`src/rtl/lid_pkg.sv`:
```
package lid_pkg;
    typedef enum logic {
        ST_FILL = 1'b0,
        ST_RUN  = 1'b1
    } lid_state_e;

    localparam logic [31:0] LID_SEED = 32'h0000_ACE1;

    function automatic logic [31:0] lid_shift(input logic [31:0] s);
        return {s[30:0], s[31] ^ s[21] ^ s[1] ^ s[0]};
    endfunction
endpackage

```
`src/rtl/lid_warmup_fsm.sv`:
```
module lid_warmup_fsm #(
    parameter int LATENCY = 4
) (
    input  logic clk,
    input  logic rst_n,
    output logic run
);
    import lid_pkg::*;

    localparam int CNT_W = (LATENCY < 2) ? 1 : $clog2(LATENCY + 1);
    localparam logic [CNT_W-1:0] LAST = CNT_W'(LATENCY - 1);

    lid_state_e             state_q, state_d;
    logic [CNT_W-1:0]       fill_q, fill_d;

    // next-state logic
    always_comb begin
        state_d = state_q;
        fill_d  = fill_q;
        unique case (state_q)
            ST_FILL: begin
                fill_d = fill_q + 1'b1;
                if (fill_q == LAST) begin
                    state_d = ST_RUN;
                end
            end
            ST_RUN: begin
                fill_d = fill_q;
            end
            default: state_d = ST_FILL;
        endcase
    end

    // state register
    always_ff @(posedge clk) begin
        if (!rst_n) begin
            state_q <= ST_FILL;
            fill_q  <= '0;
        end else begin
            state_q <= state_d;
            fill_q  <= fill_d;
        end
    end

    // outputs
    always_comb begin
        unique case (state_q)
            ST_FILL: run = 1'b0;
            ST_RUN:  run = 1'b1;
            default: run = 1'b0;
        endcase
    end
endmodule

```
`src/rtl/lid_delay_line.sv`:
```
module lid_delay_line #(
    parameter int DW      = 32,
    parameter int LATENCY = 4
) (
    input  logic          clk,
    input  logic          rst_n,
    input  logic [DW-1:0] din,
    output logic [DW-1:0] dout
);
    logic [DW-1:0] pipe_q [LATENCY];

    always_ff @(posedge clk) begin
        if (!rst_n) begin
            for (int s = 0; s < LATENCY; s++) begin
                pipe_q[s] <= '0;
            end
        end else begin
            pipe_q[0] <= din;
            for (int s = 1; s < LATENCY; s++) begin
                pipe_q[s] <= pipe_q[s-1];
            end
        end
    end

    assign dout = pipe_q[LATENCY-1];
endmodule

```
`src/rtl/lid_lfsr.sv`:
```
module lid_lfsr (
    input  logic        clk,
    input  logic        rst_n,
    output logic [31:0] rnd
);
    import lid_pkg::*;

    logic [31:0] sr_q;

    always_ff @(posedge clk) begin
        if (!rst_n) begin
            sr_q <= LID_SEED;
        end else begin
            sr_q <= lid_shift(sr_q);
        end
    end

    assign rnd = sr_q;
endmodule

```
`src/rtl/lid_drop_sched.sv`:
```
module lid_drop_sched (
    input  logic        clk,
    input  logic        rst_n,
    input  logic        run,
    input  logic [31:0] period,
    output logic        drop
);
    logic [31:0] cnt_q;
    logic        armed;

    always_comb begin
        armed = run && (period != 32'd0);
        drop  = armed && (cnt_q >= period - 32'd1);
    end

    always_ff @(posedge clk) begin
        if (!rst_n) begin
            cnt_q <= '0;
        end else if (!armed) begin
            cnt_q <= '0;
        end else if (drop) begin
            cnt_q <= '0;
        end else begin
            cnt_q <= cnt_q + 32'd1;
        end
    end
endmodule

```
`src/rtl/lane_impair_emu.sv`:
```
module lane_impair_emu #(
    parameter int LANES   = 4,
    parameter int SYM_W   = 8,
    parameter int LATENCY = 4
) (
    input  logic                     clk,
    input  logic                     rst_n,
    input  logic [LANES*SYM_W-1:0]   tx_sym,
    input  logic [31:0]              err_rate,
    input  logic [31:0]              drop_period,
    output logic [LANES*SYM_W-1:0]   rx_sym,
    output logic [LANES-1:0]         rx_valid,
    output logic                     link_up,
    output logic                     flip_evt,
    output logic                     drop_evt
);
    localparam int DW = LANES * SYM_W;

    logic          run;
    logic [DW-1:0] delayed;
    logic [DW-1:0] flip_mask;
    logic [31:0]   rnd;
    logic [31:0]   rem;
    logic [31:0]   lane_sel;
    logic [31:0]   bit_sel;
    logic          hit;
    logic          drop_go;
    logic          flip_go;

    lid_warmup_fsm #(.LATENCY(LATENCY)) fsm_i (
        .clk   (clk),
        .rst_n (rst_n),
        .run   (run)
    );

    lid_delay_line #(.DW(DW), .LATENCY(LATENCY)) dly_i (
        .clk   (clk),
        .rst_n (rst_n),
        .din   (tx_sym),
        .dout  (delayed)
    );

    lid_lfsr rng_i (
        .clk   (clk),
        .rst_n (rst_n),
        .rnd   (rnd)
    );

    lid_drop_sched drp_i (
        .clk    (clk),
        .rst_n  (rst_n),
        .run    (run),
        .period (drop_period),
        .drop   (drop_go)
    );

    // error decision and flip position
    always_comb begin
        rem      = (err_rate != 32'd0) ? (rnd % err_rate) : 32'd1;
        hit      = run && (err_rate != 32'd0) && (rem == 32'd0);
        flip_go  = hit && !drop_go;
        lane_sel = 32'(rnd[15:8]) % 32'(LANES);
        bit_sel  = 32'(rnd[7:0]) % 32'(SYM_W);
    end

    for (genvar l = 0; l < LANES; l++) begin : g_lane
        for (genvar b = 0; b < SYM_W; b++) begin : g_bit
            assign flip_mask[l*SYM_W + b] = flip_go
                                          && (lane_sel == 32'(l))
                                          && (bit_sel  == 32'(b));
        end
    end

    always_comb begin
        if (!run || drop_go) begin
            rx_sym   = '0;
            rx_valid = '0;
        end else begin
            rx_sym   = delayed ^ flip_mask;
            rx_valid = '1;
        end
        flip_evt = flip_go;
        drop_evt = drop_go;
        link_up  = 1'b1;
    end
endmodule

```
`config.mk`:
```
export PLATFORM = sky130hd
export DESIGN_NAME = lane_impair_emu
export DESIGN_NICKNAME = d
export VERILOG_FILES = /design/src/rtl/lid_pkg.sv /design/src/rtl/lid_warmup_fsm.sv /design/src/rtl/lid_delay_line.sv /design/src/rtl/lid_lfsr.sv /design/src/rtl/lid_drop_sched.sv /design/src/rtl/lane_impair_emu.sv
export SDC_FILE = /design/constraint.sdc
export NUM_CORES = 2
export LEC_CHECK = 0
export ABC_CLOCK_PERIOD_IN_PS = 88600
export BUFFER_PORTS_ARGS = -buffer_cell sky130_fd_sc_hd__clkbuf_2
export CORE_UTILIZATION = 60
export DETAILED_ROUTE_END_ITERATION = 6
export MAX_ROUTING_LAYER = met4
export PLACE_DENSITY_LB_ADDON = 0.1
export SLEW_MARGIN = 20
export SYNTH_ARGS = -nofsm -noshare
export SYNTH_HDL_FRONTEND = slang
export SYNTH_SLANG_ARGS = --single-unit
```
`constraint.sdc`:
```
create_clock -name clk -period 88.6 [get_ports clk]
set_input_delay 4.43 -clock clk [delete_from_list [all_inputs] [get_ports clk]]
set_output_delay 4.43 -clock clk [all_outputs]
set_load 0.02 [all_outputs]
```
### After elaboration in Yosys (flattened, before gate mapping)

Memory sizes are Yosys's and may differ from the RTL's.
Cells that the tools add are included.

* register bits: 68
* RAM bits: 128
* output and inout port bits: 39
* word-level logic and storage cells: 95
* memories: 1

Memories
* dly_i.pipe_q: depth 4, width 32, rd ports 4, clocked after Yosys merged registers in 0, write ports 4, RTL line lid_delay_line.sv:10 `logic [DW-1:0] pipe_q [LATENCY];`

* add/subtract/negate cells: 3
* div/mod/pow operators: 1
* $lt $le $gt $ge: 1
* eq/ne operators: 11
* mux-type cells: 13
* bitwise operators: 11
* reduce and logical (&&, ||, !) cells: 50

Operators with widths (count)
* $mux 32: 6
* $logic_not 32->1: 3
* $reduce_bool 32->1: 2
* $logic_and 1x1->1: 41
* $add 32x1->32 const B: 1
* $ge 32x32->1: 1
* $mod 32x32->32: 1
* $sub 32x1->32 const B: 1
* $xor 32x32->32: 1
* $eq 3x3->1 const B: 4
* $eq 3x2->1 const B: 3
* $eq 2x2->1 const B: 2
* $mux 1: 4
* $mux 4: 1
* $or 1x1->1: 4
* $add 3x1->3 const B: 1
* $eq 3x1->1 const B: 1
* $mux 3: 1
* $not 1->1: 3
* $reduce_or 3->1: 1
* $xor 1x1->1: 3
* $eq 2x1->1 const B: 1
* $logic_not 1->1: 2
* $pmux 1 s2: 1
* $logic_or 1x1->1: 1

### Longest topological paths before layout

* depth after elaboration: 10
* gate-level depth with buffers: 330

### Cells and area by module

From an unflattened synthesis, not the netlist that was laid out.

* cells, all modules: 5749
* area, all modules: 40458.8 um^2

Modules (own cells, without submodules)
* lane_impair_emu: instances 1, cells an instance 5067, area an instance 33126.8 um^2, sequential area each 0.0 um^2
* lid_delay_line: instances 1, cells an instance 270, area an instance 3550.9 um^2, sequential area each 2562.5 um^2
* lid_drop_sched: instances 1, cells an instance 327, area an instance 2731.4 um^2, sequential area each 640.6 um^2
* lid_lfsr: instances 1, cells an instance 70, area an instance 880.8 um^2, sequential area each 640.6 um^2
* lid_warmup_fsm: instances 1, cells an instance 15, area an instance 168.9 um^2, sequential area each 80.1 um^2

### Worst setup path before layout

OpenSTA, ideal clock, no wires.

* path type: input port to output port
* from: input err_rate[28]
* to: output rx_sym[10]
* arrival: 74.012 ns
* data required time: 84.170 ns
* slack: 10.158 ns
* cell stages on the path: 297
* buffers on the path: 53
* path through: or4_4 > or4_4 > buf_6 > or3_4 > nor4_1 > o31a_1 > ha_1 > o21a_1 > o211ai_1 > or3_1 > nor3_1 > a21o_1 > ha_1 > a21oi_1 > a21oi_1 > nand4_1 > mux2_2 > a31o_2 > (+261 left out) > a21oi_1 > fa_1 > a211oi_1 > o21ai_0 > a21oi_1 > o41ai_1 > a41oi_1 > o31ai_1 > o21ai_1 > nand4_1 > or4_1 > a2111oi_2 > nand4b_1 > or4_1 > buf_2 > buf_6 > a21oi_2 > mux2i_1

* cells in the longest elaborated chain, start to end: 9
* elaborated cells between the ends (all ways): 11
* classes of those cells: div: 1; mux: 2; bitwise: 1; reduce/logical: 7

Ends and longest elaborated chain
* start: declaration: RTL line lane_impair_emu.sv:9 `input logic [31:0] err_rate,`
* $mod 32x32->32 or $reduce_bool 32->1 (tied branches): RTL line lane_impair_emu.sv:59, lane_impair_emu.sv:60
* $mux 32: RTL line lane_impair_emu.sv:59 `rem = (err_rate != 32'd0) ? (rnd % err_rate) : 32'd1;`
* $logic_not 32->1: RTL line lane_impair_emu.sv:60 `hit = run && (err_rate != 32'd0) && (rem == 32'd0);`
* $logic_and 1x1->1 (*): RTL line lane_impair_emu.sv:60
* $logic_and 1x1->1 (*): RTL line lane_impair_emu.sv:61 `flip_go = hit && !drop_go;`
* $logic_and 1x1->1 (*): RTL line lane_impair_emu.sv:69 `&& (lane_sel == 32'(l))`
* $logic_and 1x1->1 (*): RTL line lane_impair_emu.sv:70 `&& (bit_sel == 32'(b));`
* $xor 32x32->32 (*): RTL line lane_impair_emu.sv:79 `rx_sym = delayed ^ flip_mask;`
* $mux 32 (*): RTL line lane_impair_emu.sv:75 `if (!run || drop_go) begin`
* end: declaration: RTL line lane_impair_emu.sv:11 `output logic [LANES*SYM_W-1:0] rx_sym,`

Every way passes the cells marked *; elsewhere a longest branch is shown, timed or not.

### Worst setup path in the final report

* from: input err_rate[28]
* to: output rx_sym[24]

The elaborated chain is that of the path after synthesis.

==> impl_results.md <==
- Synth Instances: between 6k and 7k
- TNS Setup: 0 ns
- Total power: 0.3481 mW
- Min-Delay Path Class: reg2reg
- Final Critical Period: 86.68 ns
- Vias in the first global route: between 40k and 50k
- Post-synth cell types: 110
- Violated checks: design-rule violations
- Fraction of layout cells with a size suffix above 1: between 10 and 15%
- Detailed placement HPWL: between 150000 and 200000 µm
- Hold path startpoint: dly_i.pipe_q[1][23]
- Fmax: about 12 MHz
- Core area: 0.07027 mm²
- Max capacitance violation total: 0
- Tcrit/Tclk final: a little over nine tenths
- Worst EP arrival: approximately 82 ns
- Yosys warns: 0
- Wire per inst: roughly 27 µm
- Drt first pass iters: 7
- CTS Sinks: 196
- Worst path most repeated cell: ha_1
- Cell family with most CP delay: compound AO/OA/AOI/OAI gates
- First-pass GRT wire length: between 200000 and 300000 µm
- IO Count: around 140
- CP Data Required Time: 84.17 ns
- Initial antenna violation count: 3
- Final Max Tran Viols: 0
- R2r endpoint: drp_i.cnt_q[13]
- Overall global routing resource usage: ~54%
- Crit Path Max Fanout: 31
- Via density: a little over 7
- Maximum vdd ir drop: ~0.023 mV
- Root buf cell: clkbuf_16
- Largest net degree at the start of global routing: approximately 110
- Worst skew pair latency: ~0.5 ns
- Final ANT Viol Nets: 0
- Cts bufs inserted: 17
- Slew @ Worst Pin: roughly 1.3 ns
- FF-to-FF setup slack: between 80 and 90 ns
- Area Overhead vs Synth: 11.19%
- Fin cells: between 7k and 8k
- Detailed-route via count: between 50k and 60k
- Layout Skew: roughly 0.026 ns
- P_leak: approximately 22 nW
- Hold_buf cts: 0
- Hold Path Cell Cnt: 1
- Crit Path Category: in2out
- EDFF count, synth: 0
- Die area: 0.07231 mm²
- Final worst-path setup slack: roughly 1.9 ns
- Worst hold path endpoint: dly_i.pipe_q[2][23]
- Commonest non-fill, non-tap cell in the layout: nand2_1
- Async set-reset flop share out of synthesis: 0%
- Die height: between 200 and 300 µm
- Input/output buffers: 135
- Number of synthesized register bits: approximately 200
- Clk buf depth: 2
- Status: finished, violations left
- Power per cell area: approximately 7.3 mW/mm²
- Starting Density: between 60% and 70%
- Avg Cell Area, Syn: 6.989 µm²
- Worst r2r path cells: 11
- Clock-pin slew on the worst setup and hold paths: around 0.11 ns
- Post-Syn Area: between 0.04 and 0.05 mm²
- Layout Nets: 7049
- Slowest CP cell: o311ai_1
- Detailed Route Iter0 Violations: 8113
- Worst reg2reg startpoint: drp_i.cnt_q[9]
- Detailed-route wire length: between 200000 and 250000 µm
- CTS tree: done
- Placed Area: approximately 0.046 mm²
- Main flop type after synthesis: dfxtp_1
- Drt drc: 31
- Most frequent cells in the layout: nand2_1 (654), nor2_1 (571), ha_1 (566), a21oi_1 (443), buf_4 (337)
- Setup violations, final: 0
- Hold WS: approximately 0.43 ns
- Placer Congestion: roughly 1.2
- Hold Fails Final Rpt: 0
- Slew headroom: around 14%
- Register area share after synthesis: 9.180%
- GR Overflow Total: 0
- Core Rows: 97
- Synthesized Nets: around 6.8k
- Post-Layout Inst Area: 0.04753 mm²
- Dpl ws: -2.305 ns
- Final Util: ~68%
- Placed Cells: 7293
- Crit start category: primary input
- Worst path bufs/invs: 28
- Endpoint class of the critical path: output port
- H-tree levels: 4
- Slowest stage delay, CP: around 1.0 ns
- Die extent in x: around 270 µm
==> worst reg2reg max path, stage by stage, from the launching register on <==
cell and delay (ns):
dfxtp_1 0.33, ha_1 0.31, a21o_1 0.16, a21o_1 0.18, a21oi_1 0.19, nor2b_1 0.07
a2111oi_0 0.61, o21ai_0 0.56, inv_1 0.21, nand3_1 0.35, buf_4 0.38, nor2_1 0.20
==> power by group <==
part           switching [mW]  total (mW)  internal (mW)
Combinational           0.107       0.169         0.0628
Sequential            0.00267      0.0936         0.0909
Clock                  0.0458      0.0850         0.0392
Total                   0.155       0.348          0.193
==> sequential cells by signal, indices dropped and copies added, names as in the netlist <==
signal,count
fsm_i.fill_q,3
drp_i.cnt_q,32
dly_i.pipe_q,128
fsm_i.state_q,1
rng_i.rnd,32
==> timing repair <==
action / 4_1_cts / 5_1_grt
endpoints found under the setup margin: 33 / 33
resized for setup: 18 / 105
buffers inserted: 3 / 9
pin swaps: 1 / 5
==> synthesized netlist by cell type (34+ instances only) <==
cell	instances	area share [%]
a211o_1	38	0.78
a211oi_1	80	1.4
a21boi_0	35	0.61
a21o_1	193	3.4
a21oi_1	452	5.3
a31oi_1	82	1.2
and2_1	198	2.9
and3_1	71	1.0
clkbuf_1	174	1.5
dfxtp_1	196	9.2
ha_1	566	17
inv_1	203	1.8
mux2_2	37	0.97
mux2i_1	70	1.6
nand2_1	660	5.8
nand2b_1	96	1.4
nand3_1	185	2.2
nand4_1	84	1.2
nor2_1	578	5.1
nor2b_1	42	0.61
nor3_1	207	2.4
nor4_1	69	1.0
o211ai_1	84	1.5
o21a_1	138	2.4
o21ai_0	321	3.8
o21bai_1	36	0.63
o22ai_1	34	0.50
o31ai_1	45	0.79
or2_2	48	0.70
or3_1	89	1.3
xnor2_1	241	4.9
xor2_1	156	3.2
==> how the worst max path moves through the flow <==
stage	cells past startpoint	to	startpoint
4_1_cts	283	rx_sym[1]	err_rate[28]
2_1_floorplan	297	rx_sym[10]	err_rate[28]
6_report	288	rx_sym[24]	err_rate[28]
5_1_grt	296	rx_sym[24]	err_rate[29]
3_5_place_dp	274	rx_sym[28]	err_rate[28]
3_3_place_gp	274	rx_sym[1]	err_rate[28]
==> cell families after synthesis <==
group                      count (synthesis)  synth area share (%)
AOI/OAI and AO/OA                       1970                 31.41
xor gates and xnor gates                 397                 8.135
adders and majority gates                567                 16.62
buffers and inverters                    432                 3.993
DFF                                      196                 9.180
muxes                                    108                 2.649
other                                      1              0.008774
and+or+nand+nor                         2445                 28.01
==> cell type report <==
class / count / area (µm²)
Timing Repair Buffer: 477 / 3312
Antenna cell: 6 / 15.01
Inverter: 204 / 765.7
Fill cell: 5906 / 22740
Sequential cell: 196 / 3924
Clock buffer: 18 / 439.2
Tap cell: 940 / 1176
Multi-Input combinational cell: 5488 / 37720
Clock inverter: 14 / 172.7
==> layer usage <==
layer  track usage, %  vias up  routed length, µm
li1                 -    23410                  -
met1            61.47    24060              70960
met2            78.87     4288              80970
met3            16.33     1472              27990
met4            45.12        0              20770
met5                -        -                  0
Power figures use the tool's default switching activity.
